==> src/rtl/hs_seq_pkg.sv <==
package hs_seq_pkg;
  typedef enum logic [2:0] {
    ST_INIT = 3'd0,
    ST_QUAL = 3'd1,
    ST_ON   = 3'd2,
    ST_FCHG = 3'd3,
    ST_FDIS = 3'd4,
    ST_COOL = 3'd5
  } hs_state_e;
endpackage

==> src/rtl/hs_cycle_timer.sv <==
module hs_cycle_timer #(
  parameter int unsigned LIMIT = 4
) (
  input  logic clk_i,
  input  logic rst_ni,
  input  logic run_i,
  output logic done_o
);
  localparam int unsigned CW = (LIMIT > 1) ? $clog2(LIMIT) : 1;
  localparam logic [CW-1:0] LAST = CW'(LIMIT - 1);

  logic [CW-1:0] cnt_q;

  assign done_o = run_i && (cnt_q == LAST);

  // count clears whenever run drops, so every window is consecutive
  always_ff @(posedge clk_i or negedge rst_ni) begin
    if (!rst_ni)                cnt_q <= '0;
    else if (!run_i || done_o)  cnt_q <= '0;
    else                        cnt_q <= cnt_q + 1'b1;
  end
endmodule

==> src/rtl/hs_out_drv.sv <==
module hs_out_drv
  import hs_seq_pkg::*;
(
  input  hs_state_e st_i,
  input  logic      cond_ok_i,
  input  logic      ext_mode_i,
  input  logic      tmr_hi_i,
  input  logic      pg_cmp_i,
  output logic      gate_en_o,
  output logic      tmr_chg_o,
  output logic      tmr_dis_o,
  output logic      pg_n_o
);
  logic hi_kill;

  assign hi_kill   = ext_mode_i && tmr_hi_i;
  // gate drops combinationally on lost conditions or high threshold
  assign gate_en_o = cond_ok_i &&
                     ((st_i == ST_ON) || ((st_i == ST_FCHG) && !hi_kill));
  assign tmr_chg_o = ext_mode_i && cond_ok_i && (st_i == ST_FCHG) && !tmr_hi_i;
  assign tmr_dis_o = ext_mode_i && !tmr_chg_o;
  assign pg_n_o    = !(gate_en_o && pg_cmp_i);
endmodule

==> src/rtl/hs_seq_top.sv <==
module hs_seq_top
  import hs_seq_pkg::*;
#(
  parameter int unsigned QUAL_CYC = 12_500_000,
  parameter int unsigned OC_CYC   = 250_000,
  parameter int unsigned COOL_CYC = 12_500_000
) (
  input  logic       clk_i,
  input  logic       rst_ni,
  input  logic       uv_in_ok_i,
  input  logic       uv_int_ok_i,
  input  logic       en1_ok_i,
  input  logic       en2_ok_i,
  input  logic       ilim_i,
  input  logic       tmr_hi_i,
  input  logic       tmr_lo_i,
  input  logic       pg_cmp_i,
  input  logic       tmr_int_sel_i,
  output logic       gate_en_o,
  output logic       tmr_chg_o,
  output logic       tmr_dis_o,
  output logic       pg_n_o,
  output logic [2:0] state_o
);
  hs_state_e st_q, st_d;
  logic supply_ok, cond_ok, ext_mode;
  logic qual_done, oc_done, cool_done;

  assign supply_ok = uv_in_ok_i && uv_int_ok_i;
  assign cond_ok   = supply_ok && en1_ok_i && en2_ok_i;
  assign ext_mode  = !tmr_int_sel_i;

  hs_cycle_timer #(.LIMIT(QUAL_CYC)) u_qual_tmr (
    .clk_i (clk_i),
    .rst_ni(rst_ni),
    .run_i ((st_q == ST_QUAL) && cond_ok),
    .done_o(qual_done)
  );

  hs_cycle_timer #(.LIMIT(OC_CYC)) u_oc_tmr (
    .clk_i (clk_i),
    .rst_ni(rst_ni),
    .run_i ((st_q == ST_FCHG) && ilim_i && !ext_mode),
    .done_o(oc_done)
  );

  hs_cycle_timer #(.LIMIT(COOL_CYC)) u_cool_tmr (
    .clk_i (clk_i),
    .rst_ni(rst_ni),
    .run_i (st_q == ST_COOL),
    .done_o(cool_done)
  );

  always_comb begin
    st_d = st_q;
    if (!supply_ok) begin
      st_d = ST_INIT;
    end else if (st_q == ST_INIT) begin
      st_d = ST_QUAL;
    end else if (st_q == ST_QUAL) begin
      if (qual_done) st_d = ST_ON;
    end else if (!cond_ok) begin
      st_d = ST_QUAL;
    end else begin
      case (st_q)
        ST_ON:   if (ilim_i) st_d = ST_FCHG;
        ST_FCHG: begin
          if (ext_mode) begin
            if (tmr_hi_i)     st_d = ST_FDIS;
            else if (!ilim_i) st_d = ST_ON;
          end else begin
            if (oc_done)      st_d = ST_COOL;
            else if (!ilim_i) st_d = ST_ON;
          end
        end
        ST_FDIS: if (!ext_mode || tmr_lo_i) st_d = ST_COOL;
        ST_COOL: if (cool_done) st_d = ST_ON;
        default: st_d = ST_INIT;
      endcase
    end
  end

  always_ff @(posedge clk_i or negedge rst_ni) begin
    if (!rst_ni) st_q <= ST_INIT;
    else         st_q <= st_d;
  end

  hs_out_drv u_out_drv (
    .st_i      (st_q),
    .cond_ok_i (cond_ok),
    .ext_mode_i(ext_mode),
    .tmr_hi_i  (tmr_hi_i),
    .pg_cmp_i  (pg_cmp_i),
    .gate_en_o (gate_en_o),
    .tmr_chg_o (tmr_chg_o),
    .tmr_dis_o (tmr_dis_o),
    .pg_n_o    (pg_n_o)
  );

  assign state_o = st_q;
endmodule

==> config.mk <==
export PLATFORM = sky130hd
export DESIGN_NAME = hs_seq_top
export DESIGN_NICKNAME = d
export VERILOG_FILES = /design/src/rtl/hs_seq_pkg.sv /design/src/rtl/hs_cycle_timer.sv /design/src/rtl/hs_out_drv.sv /design/src/rtl/hs_seq_top.sv
export SDC_FILE = /design/constraint.sdc
export NUM_CORES = 1
export LEC_CHECK = 0
export BUFFER_PORTS_ARGS = -buffer_cell sky130_fd_sc_hd__buf_2
export CAP_MARGIN = 0
export CORE_MARGIN = 5
export CORE_UTILIZATION = 44
export CTS_CLUSTER_SIZE = 25
export DETAILED_ROUTE_END_ITERATION = 16
export PLACE_DENSITY = 0.66
export SLEW_MARGIN = 20
export SYNTH_ARGS = -nofsm -noshare
export SYNTH_HDL_FRONTEND = slang
export SYNTH_SLANG_ARGS = --single-unit
==> constraint.sdc <==
create_clock -name clk_i -period 1.65 [get_ports clk_i]
set_input_delay 0.0825 -clock clk_i [delete_from_list [all_inputs] [get_ports clk_i]]
set_output_delay 0.0825 -clock clk_i [all_outputs]
set_load 0.02 [all_outputs]
==> results of run 1 <==
-- stage by stage --
step,hold slack (ns),util [%]
2_1_floorplan,-0.213,-
6_report,0.219,59.9
5_1_grt,0.249,59.9
4_1_cts,0.186,55.3
3_3_place_gp,0.104,52.4
3_5_place_dp,0.110,52.4
-- sequential cells by signal (all words and copies together) (netlist names) --
signal and flops:
u_cool_tmr.cnt_q 24, u_qual_tmr.cnt_q 24, u_oc_tmr.cnt_q 18, state_o 3
-- worst max-delay path: stages, from the launching register on --
cell                      delay (ns)
sky130_fd_sc_hd__dfrtp_1        0.40
sky130_fd_sc_hd__or4b_4         0.53
sky130_fd_sc_hd__nor3_2         0.12
sky130_fd_sc_hd__nand4_1        0.16
sky130_fd_sc_hd__o21a_1         0.24
sky130_fd_sc_hd__a211o_2        0.27
-- cells in the final DEF, fill, tap and decap left out, types with 2 or more instances in the layout --
cell,count
sky130_fd_sc_hd__or3_4,2
sky130_fd_sc_hd__buf_2,17
sky130_fd_sc_hd__nor4_1,5
sky130_fd_sc_hd__nor2_4,19
sky130_fd_sc_hd__inv_1,11
sky130_fd_sc_hd__nor3_1,4
sky130_fd_sc_hd__nand3_1,19
sky130_fd_sc_hd__buf_12,3
sky130_fd_sc_hd__nand2_1,21
sky130_fd_sc_hd__xor2_1,30
sky130_fd_sc_hd__or4_1,2
sky130_fd_sc_hd__nand3_2,4
sky130_fd_sc_hd__nand4_1,18
sky130_fd_sc_hd__a21oi_1,2
sky130_fd_sc_hd__clkinv_2,2
sky130_fd_sc_hd__or4b_4,2
sky130_fd_sc_hd__clkinvlp_4,2
sky130_fd_sc_hd__xnor2_1,28
sky130_fd_sc_hd__nor3_2,8
sky130_fd_sc_hd__clkbuf_8,9
sky130_fd_sc_hd__nor4_4,3
sky130_fd_sc_hd__clkbuf_16,3
sky130_fd_sc_hd__dfrtp_1,68
sky130_fd_sc_hd__nor2_1,54
sky130_fd_sc_hd__and3_1,11
sky130_fd_sc_hd__nor2_2,10
sky130_fd_sc_hd__nand4_4,2
sky130_fd_sc_hd__ha_2,2
sky130_fd_sc_hd__and4_1,3
sky130_fd_sc_hd__buf_4,62
sky130_fd_sc_hd__nor4b_1,3
sky130_fd_sc_hd__nand2_2,3
sky130_fd_sc_hd__nor3_4,3
sky130_fd_sc_hd__xor2_2,2
-- metal layers --
layer	global-route usage, %	vias to the layer above
li1	-	1445
met1	20.5	1487
met2	27.5	51
met3	4.66	7
met4	5.08	0
met5	0	-
-- cell type report --
type | count | share of cell area (%)
inverter | 12 | 0.929
multi-input combinational | 279 | 42.2
tap | 105 | 2.71
clock buffer | 10 | 2.63
timing repair buffer | 87 | 14.6
sequential | 69 | 35.6
clock inverter | 6 | 1.32
-- Yosys cell counts (2+ instances only) --
| library cell | n |
|---|---|
| sky130_fd_sc_hd__nor3_2 | 2 |
| sky130_fd_sc_hd__nor2_2 | 2 |
| sky130_fd_sc_hd__nor4b_1 | 3 |
| sky130_fd_sc_hd__xnor2_1 | 28 |
| sky130_fd_sc_hd__and4_1 | 3 |
| sky130_fd_sc_hd__nor2_1 | 81 |
| sky130_fd_sc_hd__buf_6 | 2 |
| sky130_fd_sc_hd__inv_1 | 11 |
| sky130_fd_sc_hd__nor4_4 | 3 |
| sky130_fd_sc_hd__xor2_1 | 32 |
| sky130_fd_sc_hd__buf_4 | 3 |
| sky130_fd_sc_hd__a21oi_1 | 2 |
| sky130_fd_sc_hd__or4b_1 | 2 |
| sky130_fd_sc_hd__nand3_1 | 21 |
| sky130_fd_sc_hd__or4_1 | 2 |
| sky130_fd_sc_hd__ha_1 | 3 |
| sky130_fd_sc_hd__nand4_1 | 18 |
| sky130_fd_sc_hd__nand3_2 | 2 |
| sky130_fd_sc_hd__nor4_1 | 5 |
| sky130_fd_sc_hd__nand2_1 | 24 |
| sky130_fd_sc_hd__buf_2 | 2 |
| sky130_fd_sc_hd__and3_1 | 11 |
| sky130_fd_sc_hd__nor3_1 | 13 |
| sky130_fd_sc_hd__dfrtp_1 | 69 |
-- worst paths after layout --
kind | end | slack [ns]
worst min register to register | u_oc_tmr.cnt_q[0] | 0.48
worst max-delay path | state_o[0] | -0.18
worst min-delay path | state_o[1] | 0.22
max in group asynchronous | u_oc_tmr.cnt_q[0] | 0.88
worst max register to register | state_o[0] | -0.18
min in group asynchronous | u_qual_tmr.cnt_q[6] | 0.26
-- logic make-up after synthesis --
| kind of cell | Yosys count |
|---|---|
| buffers and inverters | 20 |
| adders and majority gates | 3 |
| AOI/OAI and AO/OA | 11 |
| xor gates and xnor gates | 60 |
| and+or+nand+nor | 205 |
| DFF | 69 |
-- power breakdown --
group,switching [mW],internal (mW),leakage (nW)
sequential,0.00404,1.69,0.962
combinational,0.0755,0.0361,0.984
clock,0.663,0.695,0.0923
-- what timing repair did --
action	in CTS	in global routing
hold buffers	1	0
pin swaps	3	31
gates cloned	0	4
setup buffers	0	5
endpoints found under the hold margin	69	0
gates resized for setup	6	65
setup endpoints to repair	53	70
==> results_dict.tcl, run 1 <==
set metrics [dict create \
    status "finished with violations" \
    total_number_of_vias 2990 \
    postRouteWirelength_um 8150 \
    critical_path.endpoint_type "flip-flop" \
    placedInstanceArea_um2 4240 \
    final_net_count 472 \
    yosys.area_share.xor_xnor_pct 14.6 \
    final_min_period_over_clock_period_pct 111 \
    crit-reg2reg-launch "u_qual_tmr.cnt_q[9]" \
    first_global_vias 2969 \
    io_buffer_count 17 \
    timing.setup.tns_ns -4.41 \
    regArea_um2 1730 \
    dr.first_iter.drc_count 113 \
    holdPathStages 5 \
    finish.cell_count_without_fillers 568 \
    clockBufferDepth 2 \
    max_cap_violations 0 \
    setup.worst_path.start "u_qual_tmr.cnt_q[9]" \
    antennaDiodeCount 0 \
    global_route.usage.total_pct 16.4 \
    ys_seq_elements 69 \
    dp_hpwl_um 5410 \
    yosys_most_used_dff "sky130_fd_sc_hd__dfrtp_1" \
    ys_warn_count 0 \
    cts.reportedPaths.clkPinSlew_ns 0.08 \
    syn_area_cell_um2 9.76 \
    grt_setup_unrepaired "true" \
    area.growth.synth_to_final_pct 35.0 \
    synth-compound-area-share_pct 2.37 \
    postSynth.asyncResetShare_pct 100 \
    power_leakage_nw 2.04 \
    fp-row-count 33 \
    clk_root_buffer_cell "sky130_fd_sc_hd__clkbuf_8" \
    numCtsBuffers 9 \
    cts_tree "done" \
    syn_nets 382 \
    drive_above_1_share_pct 36.1 \
    synth_simple_gate_area_share_pct 30.9 \
    number_of_instances_in_the_synthesized_netlist 368 \
    hold_viol_final 0 \
    synth.distinct_cells 48 \
    per_cell_via_count_in_the_routed_design 5.26 \
    final_antenna_net_count 0 \
    timing.critical_path.fanout_max 2 \
    maxClockFrequency_ghz 0.547 \
    critical_path_class "reg -> reg" \
    min_period_ns 1.83 \
    final.setup.worst_slack_ns -0.178 \
    drt_pre_antenna_iters 4 \
    post-route-drc-count 0 \
    global_route.overflow_total 0 \
    grt_start_max_net_pins 46 \
    detailroute.wirelength.met2_um 4150 \
    muxShareOfSynthArea_pct 0 \
    worst-endpoint-required_ns 1.88 \
    final_slew_viol_count 0 \
    synth_area_leaders "sky130_fd_sc_hd__dfrtp_1, sky130_fd_sc_hd__nor2_1, sky130_fd_sc_hd__xor2_1" \
    wl_met3_um 289 \
    hold_class "in -> reg" \
    cts_htree_levels 3 \
    violations "negative setup slack" \
    finish.instance_area_um2 4850 \
    synth_top_family_by_area "simple AND/OR/NAND/NOR gates" \
    worst_skew_pair_later_pin_latency_ns 0.34 \
    grt_pass1_wl_um 13200 \
    synth_largest_type_area_fraction_pct 48.1 \
    n_fill_cell 696 \
    least_margin_pin_slew_ns 0.566 \
    m1WireLength_um 3620 \
    synth-adder-area-share_pct 1.05 \
    ff2ff_path_depth 5 \
    floorplan.core_area_um2 8090 \
    slew-limit-headroom_pct 62.2 \
    die_x_um 100 \
    arrival_ns 2.06 \
    post-synth-top-area-cell "sky130_fd_sc_hd__dfrtp_1" \
    tritoncts_num_sinks 69 \
    vdd.ir_drop.worst_uv 386 \
    setup_viol 66 \
    multiInputGateArea_um2 2050 \
    avgRoutedWirePerCell_um 14.3 \
    initial_utilization_pct 44.4 \
    antenna_found_initial 0 \
    top_signal_layer_used "met4" \
    place_congestion 0.901 \
    preCtsSetupSlack_ns -0.165 \
    holdCritStartpoint "en1_ok_i" \
    p_total_mw 3.17 \
    floorplan.die_area_um2 10100 \
    fin_worst_skew_ns 0.00626 \
    die_height_um 100 \
    seq_area_frac_synth_pct 48.1 \
    syn-cell-area_um2 3590 \
    power.density_nw_per_um2 653 \
    place.detailed.instances 542 \
    synth_edf_count 0 \
    design.portCount 18 \
    cp-start-kind "flip-flop" \
]
Power figures use the tool's default switching activity.
==> run 2, diff against run 1 <==
Settings changed: SYNTH_HIERARCHICAL from default to 1.
==> run 2 against run 1 <==
Against the previous run: the flow still finishes with violations (negative setup slack); core utilization increased by 8.5 points; combinational power increased by 5%; sequential power about the same; first-iteration DRC count increased by 68%; count of clock-buffer cells in the layout increased by 3; die area increased by 8.4%; hold slack got worse by 0.16 ns; synthesized cell count increased by 16%; clock power increased by 12%; fmax decreased by 4.9%; sequential share of layout area decreased by 6.7 points; critical endpoint is now u_cool_tmr/cnt_q[15]; highest routed layer unchanged.
==> results_dict.tcl, run 2 <==
set metrics [dict create \
    min_period_ns 1.92 \
    design.portCount 18 \
    final_slew_viol_count 0 \
    place_congestion 0.846 \
    regToRegSetupSlack_ns -0.27 \
    power_leakage_nw 2.49 \
    final_antenna_net_count 0 \
    floorplan.die_area_um2 10900 \
    syn_area_cell_um2 9.18 \
    power_switching_share_pct 21.2 \
    maxClockFrequency_ghz 0.520 \
    die_x_um 104 \
    initial_utilization_pct 45.0 \
    first_global_vias 3924 \
    synth.distinct_cells 48 \
    critical_path.endpoint_type "flip-flop" \
    setup.worst_path.start "u_cool_tmr/cnt_q[5]" \
    critical_path_cell_count 6 \
    max_cap_violations 0 \
    reg_power_share_pct 50.7 \
    timing.setup.tns_ns -5.87 \
    syn-cell-area_um2 3930 \
    power.share.clock_pct 45.7 \
    global_route.overflow_total 0 \
    ys_seq_elements 69 \
    antenna_found_initial 0 \
    cp-start-kind "flip-flop" \
    critical_path_destination "u_cool_tmr/cnt_q[15]" \
    clockBufferDepth 2 \
    synth_largest_type_area_fraction_pct 44.0 \
    finalHoldWorstSlack_ns 0.0582 \
    synth_area_leaders "sky130_fd_sc_hd__dfrtp_1, sky130_fd_sc_hd__nor2_1, sky130_fd_sc_hd__xnor2_1" \
    global_route.usage.total_pct 19.7 \
    top_regs "u_cool_tmr/cnt_q: 24 flops, u_qual_tmr/cnt_q: 24 flops, u_oc_tmr/cnt_q: 18 flops" \
    switchingPower_mw 0.707 \
    postRouteWirelength_um 10900 \
    total_number_of_vias 3913 \
    least_margin_pin_slew_ns 0.429 \
    grt_pass1_wl_um 17900 \
    finish.cell_count_without_fillers 713 \
    number_of_instances_in_the_synthesized_netlist 428 \
    status "finished with violations" \
    crit_top_cell "sky130_fd_sc_hd__buf_6" \
    cts_tree "done" \
    grt_start_max_net_pins 70 \
    fin_worst_skew_ns 0.00796 \
    slew-limit-headroom_pct 71.1 \
    final_min_period_over_clock_period_pct 117 \
    avgRoutedWirePerCell_um 15.3 \
    synth_edf_count 0 \
    crit-reg2reg-launch "u_cool_tmr/cnt_q[5]" \
    cts_htree_levels 3 \
    arrival_ns 2.14 \
    cpMaxStageDelayCell "sky130_fd_sc_hd__or4_4" \
    hold_viol_final 0 \
    violations "negative setup slack" \
    final_net_count 615 \
    area.growth.synth_to_final_pct 52.0 \
    worst_skew_pair_later_pin_latency_ns 0.35 \
    clk_root_buffer_cell "sky130_fd_sc_hd__clkbuf_8" \
    die_height_um 104 \
    per_cell_via_count_in_the_routed_design 5.49 \
    post-synth-top-area-cell "sky130_fd_sc_hd__dfrtp_1" \
    tritoncts_num_sinks 69 \
    mostFrequentLayoutCells "sky130_fd_sc_hd__buf_4, sky130_fd_sc_hd__dfrtp_1, sky130_fd_sc_hd__nand2_1" \
    fp-row-count 34 \
    yosys-top-cells-count "sky130_fd_sc_hd__dfrtp_1, sky130_fd_sc_hd__nor2_1, sky130_fd_sc_hd__nand2_1" \
    critical_path_class "reg -> reg" \
    preCtsSetupSlack_ns -0.277 \
    ff2ff_path_depth 6 \
    synth_most_common_cell "sky130_fd_sc_hd__dfrtp_1" \
    yosys_most_used_dff "sky130_fd_sc_hd__dfrtp_1" \
    final.setup.worst_slack_ns -0.273 \
    largest_stage_delay_on_the_critical_path_ns 0.58 \
    floorplan.core_area_um2 8720 \
    crit-reg2reg-capture "u_cool_tmr/cnt_q[15]" \
    io_buffer_count 17 \
    drt_pre_antenna_iters 7 \
    cp_num_buf_inv 2 \
    grt_setup_unrepaired "true" \
    worst-endpoint-required_ns 1.86 \
    drive_above_1_share_pct 49.6 \
    power.density_nw_per_um2 560 \
    hold_class "in -> reg" \
    postSynth.asyncResetShare_pct 100 \
    seq_area_frac_synth_pct 44.0 \
    ys_warn_count 6 \
    dp_hpwl_um 6800 \
    power.combinational.fraction_pct 3.5 \
    cpLargestDelayFamily "simple AND/OR/NAND/NOR gates" \
    setup_viol 47 \
    cellInternalPower_mw 2.63 \
    timing.critical_path.fanout_max 6 \
    vdd.ir_drop.worst_uv 347 \
    place.detailed.instances 656 \
    syn_nets 443 \
    cts.reportedPaths.clkPinSlew_ns 0.07 \
    post-route-drc-count 0 \
    final_common_cell "sky130_fd_sc_hd__buf_4" \
    antennaDiodeCount 0 \
    numCtsBuffers 9 \
    dr.first_iter.drc_count 190 \
    timing.critical_path.cells "buf_6 > nand3_4 > or4_4 > buf_6 > o21ai_0 > a21oi_2" \
]
[run 2: cell count changes after synthesis, sizes merged, moves of 11 or more]
cell / previous run / this run
o21ai: 0 / 22
xor2: 32 / 14
o31ai: 0 / 12
or4: 3 / 14
a21oi: 2 / 28
nand2: 25 / 37
or3: 3 / 17
nor2: 83 / 52
[run 2: kinds of logic (layout without fill, tap and decap cells)]
family	after synthesis	count (layout)	share of synthesized area (%)
and+or+nand+nor	212	212	29.9
AOI/OAI and AO/OA	72	72	12.1
DFF	69	69	44.0
xor gates and xnor gates	35	35	7.81
buffers and inverters	35	212	4.71
adders and majority gates	5	5	1.53
[run 2: routing by layer]
metal	track usage [%]	up-vias	wire length [um]
met2	34.8	105	5680
met3	4.78	20	548
met1	23.7	1908	4470
met4	5.37	0	223
met5	0	-	0
li1	-	1880	-
[run 2: worst min path at each step]
stage,cells after the start,endpoint,start
final,3,state_o[0],uv_int_ok_i
after global routing,3,state_o[0],uv_int_ok_i
after CTS,3,state_o[0],uv_int_ok_i
after detailed placement,2,u_oc_tmr/cnt_q[8],rst_ni
after global placement,2,u_oc_tmr/cnt_q[6],rst_ni
after floorplan,0,state_o[0],rst_ni
[run 2: power groups by stage]
stage	combinational (mW)	sequential, mW	clock, mW
final	0.118	1.69	1.53
after global routing	0.133	1.69	1.65
after CTS	0.116	1.69	1.56
after detailed placement	0.112	1.73	0
after global placement	0.110	1.73	0
after floorplan	0.0329	1.73	0
[run 2: layout make-up]
| type | count | area, um2 |
|---|---|---|
| Fill cell | 623 | 2750 |
| Multi-Input combinational cell | 324 | 2400 |
| Sequential cell | 69 | 1730 |
| Timing Repair Buffer | 178 | 1420 |
| Clock buffer | 13 | 149 |
| Tap cell | 108 | 135 |
| Inverter | 18 | 70.1 |
| Clock inverter | 3 | 68.8 |
[run 2: what timing repair did]
| action | in CTS | in global routing |
|---|---|---|
| gates resized for setup | 54 | 66 |
| hold buffers | 1 | 0 |
| pin swaps | 46 | 29 |
| setup endpoints to repair | 45 | 68 |
| gates cloned | 2 | 0 |
| setup buffers | 30 | 13 |
| hold endpoints to repair | 69 | 0 |
[run 2: worst register-to-register path, delay by kind of cell, from the launching register on]
| kind | cells | cell delay [ns] |
|---|---|---|
| DFF | 1 | 0.38 |
| and+or+nand+nor | 2 | 0.64 |
| buffers and inverters | 2 | 0.28 |
| AOI/OAI and AO/OA | 2 | 0.49 |
[run 2: per-stage QoR]
stage               power [mW]  instance area (um2)  util [%]
floorplan                 1.76                 4000         -
global placement          1.84                 4980      57.1
detailed placement        1.84                 4980      57.1
CTS                       3.37                 5640      64.7
global route              3.48                 5970      68.5
finish                    3.34                 5970      68.5
==> run 3, diff against run 2 <==
Settings changed: SKIP_LAST_GASP from default to 1.
==> run 3 against run 2 <==
Against the previous run: the flow still finishes with violations (negative setup slack); hold slack improved by 0.0050 ns; global-route usage unchanged; wire length about the same; power about the same; fmax fell by 0.96%; sequential share of layout area is 0.055 points higher; clock power about the same; setup slack got worse by 0.019 ns; sequential power hardly changed; non-clock buffer count is the same; clock skew barely moved.
==> results_dict.tcl, run 3 (synthesized netlist as in run 2, its figures left out) <==
set metrics [dict create \
    power.density_nw_per_um2 560 \
    place.detailed.instances 656 \
    min_period_ns 1.94 \
    cp_num_buf_inv 2 \
    die_height_um 104 \
    cp-start-kind "flip-flop" \
    slew-limit-headroom_pct 70.1 \
    critical_path_class "reg -> reg" \
    mostFrequentLayoutCells "sky130_fd_sc_hd__buf_4, sky130_fd_sc_hd__dfrtp_1, sky130_fd_sc_hd__nand2_1" \
    worst_skew_pair_later_pin_latency_ns 0.34 \
    timing.critical_path.fanout_max 6 \
    finish.cell_count_without_fillers 713 \
    max_cap_violations 0 \
    timing.setup.tns_ns -5.60 \
    critical_path.endpoint_type "flip-flop" \
    crit_top_cell "sky130_fd_sc_hd__buf_6" \
    global_route.overflow_total 0 \
    least_margin_pin_slew_ns 0.444 \
    maxClockFrequency_ghz 0.515 \
    cts_htree_levels 3 \
    dr.first_iter.drc_count 177 \
    final_min_period_over_clock_period_pct 118 \
    clockBufferDepth 2 \
    worst-endpoint-required_ns 1.86 \
    cts.reportedPaths.clkPinSlew_ns 0.07 \
    hold_viol_final 0 \
    post-route-util_pct 68.3 \
    floorplan.die_area_um2 10900 \
    violations "negative setup slack" \
    drt_pre_antenna_iters 5 \
    antenna_found_initial 0 \
    fin_worst_skew_ns 0.00799 \
    first_global_vias 3924 \
    place_congestion 0.846 \
    design.portCount 18 \
    final.setup.worst_slack_ns -0.291 \
    hold_class "in -> reg" \
    final_antenna_net_count 0 \
    setup_viol 48 \
    die_x_um 104 \
    cpMaxStageDelayCell "sky130_fd_sc_hd__or4_4" \
    grt_start_max_net_pins 70 \
    drive_above_1_share_pct 49.1 \
    n_fill_cell 627 \
    cpLargestDelayFamily "simple AND/OR/NAND/NOR gates" \
    io_buffer_count 17 \
    arrival_ns 2.15 \
    total_number_of_vias 3909 \
    dp_hpwl_um 6800 \
    placedInstanceArea_um2 4980 \
    status "finished with violations" \
    finalHoldWorstSlack_ns 0.0631 \
    grt_pass1_wl_um 17900 \
    largest_stage_delay_on_the_critical_path_ns 0.58 \
    timing.critical_path.cells "buf_6 > nand3_4 > or4_4 > buf_6 > o21ai_0 > a21oi_2" \
    global_route.usage.total_pct 19.7 \
    final_common_cell "sky130_fd_sc_hd__buf_4" \
    initial_utilization_pct 45.0 \
    floorplan.core_area_um2 8720 \
    final_net_count 615 \
    post-route-drc-count 0 \
    fp-row-count 34 \
    antennaDiodeCount 0 \
    cts_tree "done" \
    top_regs "u_cool_tmr/cnt_q: 24 flops, u_qual_tmr/cnt_q: 24 flops, u_oc_tmr/cnt_q: 18 flops" \
    postRouteWirelength_um 10900 \
    tritoncts_num_sinks 69 \
    area.growth.synth_to_final_pct 51.7 \
    avgRoutedWirePerCell_um 15.3 \
    per_cell_via_count_in_the_routed_design 5.48 \
    grt_setup_unrepaired "true" \
    vdd.ir_drop.worst_uv 347 \
    numCtsBuffers 9 \
    final_slew_viol_count 0 \
    finish.instance_area_um2 5960 \
    clk_root_buffer_cell "sky130_fd_sc_hd__clkbuf_8" \
    power_leakage_nw 2.49 \
]
run 3: cell count changes in the layout (fill, tap and decap cells not counted):
| cell | previous run | this run |
|---|---|---|
| sky130_fd_sc_hd__nor2_2 | 15 | 14 |
| sky130_fd_sc_hd__or4_4 | 11 | 10 |
| sky130_fd_sc_hd__o31ai_2 | 5 | 4 |
| sky130_fd_sc_hd__o31ai_1 | 7 | 8 |
| sky130_fd_sc_hd__nor2_1 | 27 | 28 |
| sky130_fd_sc_hd__or4_1 | 3 | 4 |
run 3: tightest hold or removal path, stage by stage:
cell	delay, ns
sky130_fd_sc_hd__buf_2	0.14
sky130_fd_sc_hd__nand3_1	0.08
sky130_fd_sc_hd__o31ai_1	0.07
run 3: what timing repair did:
item | in CTS | in global routing
setup buffers | 30 | 13
hold buffers | 1 | 0
pin swaps | 44 | 28
gates cloned | 2 | 0
endpoints found under the hold margin | 69 | 0
resized for setup | 53 | 64
setup endpoints to repair | 45 | 68
run 3: area by class of cell:
| cell class | instances | area (um2) | share of cell area [%] |
|---|---|---|---|
| Timing Repair Buffer | 178 | 1420 | 23.8 |
| Clock inverter | 3 | 68.8 | 1.15 |
| Inverter | 18 | 70.1 | 1.18 |
| Tap cell | 108 | 135 | 2.27 |
| Multi-Input combinational cell | 324 | 2380 | 40.0 |
| Sequential cell | 69 | 1730 | 29.0 |
| Clock buffer | 13 | 149 | 2.50 |
run 3: power breakdown:
group | total (mW) | internal (mW) | switching (mW)
clock | 1.53 | 0.898 | 0.627
combinational | 0.118 | 0.0425 | 0.0755
sequential | 1.69 | 1.69 | 0.00213
run 3: routing by layer:
metal	GRT usage [%]	wire, um
met1	23.7	4520
met3	4.78	491
met5	0	0
met4	5.37	206
met2	34.8	5700
run 3: worst paths after layout:
check	from	depth (start not counted)	endpoint	slack, ns
max in group asynchronous	rst_ni	3	state_o[2]	1.01
worst max-delay path	u_cool_tmr/cnt_q[5]	6	u_cool_tmr/cnt_q[15]	-0.29
worst max register to register	u_cool_tmr/cnt_q[5]	6	u_cool_tmr/cnt_q[15]	-0.29
worst min register to register	u_cool_tmr/cnt_q[0]	2	u_cool_tmr/cnt_q[0]	0.56
worst min-delay path	uv_int_ok_i	3	state_o[0]	0.06
min in group asynchronous	rst_ni	3	u_oc_tmr/cnt_q[7]	0.28
run 3: per-stage QoR:
stage / total power, mW / worst slack (ns)
CTS: 3.37 / -0.225
global route: 3.48 / -0.316
detailed placement: 1.84 / -0.277
global placement: 1.84 / -0.225
floorplan: 1.76 / -0.244
finish: 3.34 / -0.291
